<file path="src/rtl/sirq_pkg.sv">
package sirq_pkg;
  localparam int STAT_W = 7;

  localparam int B_OVR  = 0;
  localparam int B_RTO  = 1;
  localparam int B_RXTH = 2;
  localparam int B_TXTH = 3;
  localparam int B_RXDM = 4;
  localparam int B_TXDM = 5;
  localparam int B_EOT  = 6;

  // positions held by write-1-to-clear event flags
  localparam logic [STAT_W-1:0] STICKY_SEL = 7'b111_0011;
  localparam logic [STAT_W-1:0] RESET_RAW  = 7'b000_1000;

  typedef enum logic [1:0] {
    A_RAW    = 2'd0,
    A_MASK   = 2'd1,
    A_MASKED = 2'd2,
    A_CLEAR  = 2'd3
  } reg_sel_e;
endpackage

</file>
<file path="src/rtl/sirq_level_flags.sv">
module sirq_level_flags #(
  parameter int DEPTH = 8,
  parameter int CNT_W = $clog2(DEPTH + 1)
) (
  input  logic             clk,
  input  logic             rst_n,
  input  logic [CNT_W-1:0] tx_level,
  input  logic [CNT_W-1:0] rx_level,
  output logic             tx_thr,
  output logic             rx_thr
);
  localparam logic [CNT_W-1:0] HALF = CNT_W'(DEPTH / 2);

  logic tx_d, rx_d, tx_q, rx_q;
  logic tx_en, rx_en;

  always_comb begin
    tx_d  = (tx_level <= HALF);
    rx_d  = (rx_level >= HALF);
    tx_en = (tx_d != tx_q);
    rx_en = (rx_d != rx_q);
  end

  always_ff @(posedge clk or negedge rst_n) begin
    if (!rst_n) begin
      tx_q <= 1'b1;
      rx_q <= 1'b0;
    end else begin
      if (tx_en) tx_q <= tx_d;
      if (rx_en) rx_q <= rx_d;
    end
  end

  assign tx_thr = tx_q;
  assign rx_thr = rx_q;
endmodule

</file>
<file path="src/rtl/sirq_event_flags.sv">
module sirq_event_flags #(
  parameter int                  N   = 7,
  parameter logic [N-1:0]        SEL = '1
) (
  input  logic         clk,
  input  logic         rst_n,
  input  logic [N-1:0] set_i,
  input  logic [N-1:0] clr_i,
  output logic [N-1:0] flag_o
);
  for (genvar i = 0; i < N; i++) begin : g_bit
    if (SEL[i]) begin : g_flop
      logic d, q, en;
      always_comb begin
        en = set_i[i] | clr_i[i];
        d  = set_i[i] | (q & ~clr_i[i]);
      end
      always_ff @(posedge clk or negedge rst_n) begin
        if (!rst_n)  q <= 1'b0;
        else if (en) q <= d;
      end
      assign flag_o[i] = q;
    end else begin : g_none
      logic unused_in;
      assign unused_in = set_i[i] ^ clr_i[i];
      assign flag_o[i] = 1'b0;
    end
  end
endmodule

</file>
<file path="src/rtl/sirq_regfile.sv">
module sirq_regfile
  import sirq_pkg::*;
(
  input  logic              clk,
  input  logic              rst_n,
  input  logic [1:0]        reg_addr,
  input  logic              reg_wr,
  input  logic [31:0]       reg_wdata,
  input  logic [STAT_W-1:0] raw_i,
  output logic [STAT_W-1:0] mask_o,
  output logic [STAT_W-1:0] clr_o,
  output logic [31:0]       reg_rdata
);
  logic [STAT_W-1:0] mask_q, mask_d;
  logic              mask_en;
  logic [STAT_W-1:0] masked;
  logic              unused_hi;

  assign unused_hi = ^reg_wdata[31:STAT_W];

  always_comb begin
    mask_en = reg_wr && (reg_sel_e'(reg_addr) == A_MASK);
    mask_d  = reg_wdata[STAT_W-1:0];
    clr_o   = (reg_wr && (reg_sel_e'(reg_addr) == A_CLEAR)) ?
              reg_wdata[STAT_W-1:0] : '0;
    masked  = raw_i & mask_q;
  end

  always_ff @(posedge clk or negedge rst_n) begin
    if (!rst_n)       mask_q <= '0;
    else if (mask_en) mask_q <= mask_d;
  end

  always_comb begin
    reg_rdata = '0;
    unique case (reg_sel_e'(reg_addr))
      A_RAW:    reg_rdata[STAT_W-1:0] = raw_i;
      A_MASK:   reg_rdata[STAT_W-1:0] = mask_q;
      A_MASKED: reg_rdata[STAT_W-1:0] = masked;
      A_CLEAR:  reg_rdata = '0;
      default:  reg_rdata = '0;
    endcase
  end

  assign mask_o = mask_q;
endmodule

</file>
<file path="src/rtl/sirq_status_unit.sv">
module sirq_status_unit
  import sirq_pkg::*;
#(
  parameter int DEPTH = 8,
  parameter int CNT_W = $clog2(DEPTH + 1)
) (
  input  logic             clk,
  input  logic             rst_n,
  input  logic [CNT_W-1:0] tx_level,
  input  logic [CNT_W-1:0] rx_level,
  input  logic             tx_last_bit,
  input  logic             tx_dma_done,
  input  logic             rx_dma_done,
  input  logic             rx_timeout,
  input  logic             rx_overrun,
  input  logic [1:0]       reg_addr,
  input  logic             reg_wr,
  input  logic [31:0]      reg_wdata,
  output logic [31:0]      reg_rdata,
  output logic             irq
);
  logic [STAT_W-1:0] ev_set, ev_clr, ev_flags;
  logic [STAT_W-1:0] raw_word, mask_word;
  logic              tx_thr, rx_thr;

  always_comb begin
    ev_set         = '0;
    ev_set[B_EOT]  = tx_last_bit && (tx_level == '0);
    ev_set[B_TXDM] = tx_dma_done;
    ev_set[B_RXDM] = rx_dma_done;
    ev_set[B_RTO]  = rx_timeout;
    ev_set[B_OVR]  = rx_overrun;
  end

  sirq_level_flags #(.DEPTH(DEPTH), .CNT_W(CNT_W)) u_level (
    .clk     (clk),
    .rst_n   (rst_n),
    .tx_level(tx_level),
    .rx_level(rx_level),
    .tx_thr  (tx_thr),
    .rx_thr  (rx_thr)
  );

  sirq_event_flags #(.N(STAT_W), .SEL(STICKY_SEL)) u_events (
    .clk   (clk),
    .rst_n (rst_n),
    .set_i (ev_set),
    .clr_i (ev_clr),
    .flag_o(ev_flags)
  );

  always_comb begin
    raw_word         = ev_flags;
    raw_word[B_TXTH] = tx_thr;
    raw_word[B_RXTH] = rx_thr;
  end

  sirq_regfile u_regs (
    .clk      (clk),
    .rst_n    (rst_n),
    .reg_addr (reg_addr),
    .reg_wr   (reg_wr),
    .reg_wdata(reg_wdata),
    .raw_i    (raw_word),
    .mask_o   (mask_word),
    .clr_o    (ev_clr),
    .reg_rdata(reg_rdata)
  );

  assign irq = |(raw_word & mask_word);
endmodule

</file>
<file path="config.mk">
export PLATFORM = sky130hd
export DESIGN_NAME = sirq_status_unit
export DESIGN_NICKNAME = d
export VERILOG_FILES = /design/src/rtl/sirq_pkg.sv /design/src/rtl/sirq_level_flags.sv /design/src/rtl/sirq_event_flags.sv /design/src/rtl/sirq_regfile.sv /design/src/rtl/sirq_status_unit.sv
export SDC_FILE = /design/constraint.sdc
export NUM_CORES = 1
export LEC_CHECK = 0
export CORE_ASPECT_RATIO = 0.9
export CORE_MARGIN = 2
export CORE_UTILIZATION = 27
export CTS_CLUSTER_SIZE = 24
export DETAILED_ROUTE_END_ITERATION = 8
export PLACE_DENSITY_LB_ADDON = 0.1
export SYNTH_ARGS = -nofsm -noshare
export SYNTH_HDL_FRONTEND = slang
export SYNTH_SLANG_ARGS = --single-unit
</file>
<file path="constraint.sdc">
create_clock -name clk -period 2.15 [get_ports clk]
set_input_delay 0.3225 -clock clk [delete_from_list [all_inputs] [get_ports clk]]
set_output_delay 0.3225 -clock clk [all_outputs]
set_load 0.005 [all_outputs]
</file>
==> flow_summary.toml <==
[floorplan]
die_width_um = 66.1
die_height_um = 59.9
core-area_sq_um = 3350
die_area_sq_um = 3950
start_util = 0.279
ioPinCount = 83
fp-row-count = 20

[worst_setup_path]
crit_path_end = "irq"
worstPathRequired_ps = 1830
reg2reg_depth = 1
crit_type = "reg2out"
cp_max_fo = 4
r2r-end = "u_regs.mask_o[0]"
cp_data_arrival_time_ps = 1690
cp-start-kind = "flop"
startpoint = "u_events.g_bit[0].g_flop.q"
endpoint_kind = "primary output"
r2r_setup_slack_ps = 1360
rr_startpoint = "u_regs.mask_o[0]"

[power_and_ir_drop]
power.density_nw_per_um2 = 606
p_switching_uw = 205
switching_share = 0.266
peakVddDrop_mv = 0.290
clockPowerShare = 0.289
p_leak_uw = 0.000569
p_comb_frac = 0.287
seqPwrFrac = 0.424
intPower_uw = 566

[logic_synthesis]
syn_inst = 89
synth_cell_types = 21
synth.avg_cell_area_sq_um = 10.5
synth-compound-area-share = 0.115
synth-seq-cells = 14
syn_area_sq_um = 936
yosys.area_share.xor_xnor = 0
synthAdderAreaFrac = 0
ys_seq_area_frac = 0.376
synth-warning-count = 0
synth_top_family_by_area = "buffers and inverters"
synth_simple_gate_area_frac = 0.107
synthMuxAreaShare = 0.159

[global_route]
antenna_found_initial = 0
grt_use_total = 0.101
first_global_vias = 621
grt_pass1_wl_um = 2930
grt-ovfl-total = 0
grt_start_max_net_pins = 21

[drt]
drt_iter0_markers = 19
drcViolationCount = 0
vias = 708
routed_via_density = 4.27
firstDrtPassIters = 4
ant_nets = 0
routed_wl_um = 1960
wl_per_cell_um = 11.8

[placed_design]
gp_congestion = 0.730
numPlacedInstances = 161
numPortBuffers = 30
dp_hpwl_um = 1430

[finish]
nNetsFinal = 173
layout_common_cells = "28 x clkdlybuf4s50_1, 25 x conb_1, 13 x dfrtp_1"
layout_commonest_cell = "clkdlybuf4s50_1"
fin_cells = 166
drive_gt1_frac = 0.131
final_core_util = 0.379
diodes = 0
syn2layout_area_growth_pct = 36.0

[timing]
tightest_slew_ps = 675
setup_viol = 0
slew_viol_final = 0
rsz0062_at_grt = "no"
clock_skew_ps = 0
clock.fmax_ghz = 0.498
hold_violations = 0
setup_tns_ps = 0
fin_crit_ps = 2010
slew_headroom = 0.549
fin_crit_sh = 0.934

[clock_network]
cts_buffers = 3
clk_pin_slew_ps = 60
htree_levels = 1
clk-insertion-delay-late_ps = 240
clockBufferDepth = 2
cts_sinks = 14
cts_hold_buf = 0
cts-root-buf = "clkbuf_8"
cts_tree = "built"

[flow_run]
cap_violations = 0

[hold_path]
hold_class = "in2async"

[run_status]
outcome = "finished, final reports clean"
-- final cells by class --
type / instances / area, sq um
Timing Repair Buffer: 33 / 370
Multi-Input combinational cell: 71 / 450
Sequential cell: 14 / 352
Fill cell: 355 / 2080
Clock buffer: 4 / 45.0
Tap cell: 44 / 55.1
-- layer usage --
layer | track usage | wire length, um | vias to the layer above
met2 | 0.147 | 873 | 34
li1 | - | - | 339
met5 | 0 | 0 | -
met1 | 0.134 | 905 | 333
met3 | 0.0433 | 174 | 2
met4 | 0.0350 | 12 | 0
-- kinds of logic after synthesis --
group / Yosys count
AO/OA/AOI/OAI: 15
other: 1
buffers and inverters: 28
AND/OR/NAND/NOR: 17
flip-flops: 14
multiplexers: 14
-- critical path, stage by stage, from the launching register on --
cell and delay, ps:
dfrtp_1 410, a222oi_1 420, nand4_1 160, clkdlybuf4s50_1 460
-- Yosys cell counts --
library cell | n | share of area
a22oi_1 | 1 | 0.0080
a222oi_1 | 1 | 0.011
nand2_1 | 7 | 0.028
buf_2 | 1 | 0.0053
dfstp_2 | 1 | 0.028
nand4_1 | 6 | 0.040
buf_6 | 1 | 0.012
mux2i_1 | 7 | 0.075
mux2_2 | 7 | 0.084
or2_2 | 1 | 0.0067
buf_12 | 1 | 0.021
conb_1 | 1 | 0.0040
o22ai_1 | 7 | 0.047
dfrtp_1 | 13 | 0.35
nor4_1 | 1 | 0.0067
nand3b_4 | 1 | 0.021
nor2_1 | 1 | 0.0040
o21a_1 | 1 | 0.0080
a22o_1 | 1 | 0.0094
buf_4 | 25 | 0.20
a21o_1 | 4 | 0.032
-- worst min-delay path by stage --
stage          depth (start not counted)                         end  slack, ps
3_5_place_dp                           1  u_events.g_bit[5].g_flop.q        500
4_1_cts                                1            u_regs.mask_o[0]        500
6_report                               1              u_level.rx_thr        490
3_3_place_gp                           1  u_events.g_bit[1].g_flop.q        490
5_1_grt                                1  u_events.g_bit[1].g_flop.q        530
2_1_floorplan                          0  u_events.g_bit[0].g_flop.q         30
-- what timing repair did --
| item | CTS | global route |
|---|---|---|
| endpoints found under the setup margin | 0 | 4 |
| buffers inserted | 0 | 0 |
| resized for setup | 0 | 2 |
-- through the flow --
step	total power (uW)	hold WS (ps)	area, sq um	setup slack, ps
2_1_floorplan	465	26.9	1030	993
3_5_place_dp	549	499	1200	27.1
4_1_cts	782	500	1240	12.6
6_report	771	490	1270	141
3_3_place_gp	546	485	1200	19.2
5_1_grt	823	530	1270	64.6
-- flip-flops by register name, summed over array words and instances (netlist names) --
register                 flops
u_events.g_bit.g_flop.q      5
u_level.rx_thr               1
u_level.tx_thr               1
u_regs.mask_o                7
-- power by group through the flow --
stage	clock network (uW)	registers, uW	logic (uW)
after floorplan	0	325	140
after global placement	0	331	215
after detailed placement	0	332	218
after CTS	236	327	219
after global routing	247	332	244
final	223	327	221
No activity file was read; power rests on OpenSTA's default activity.
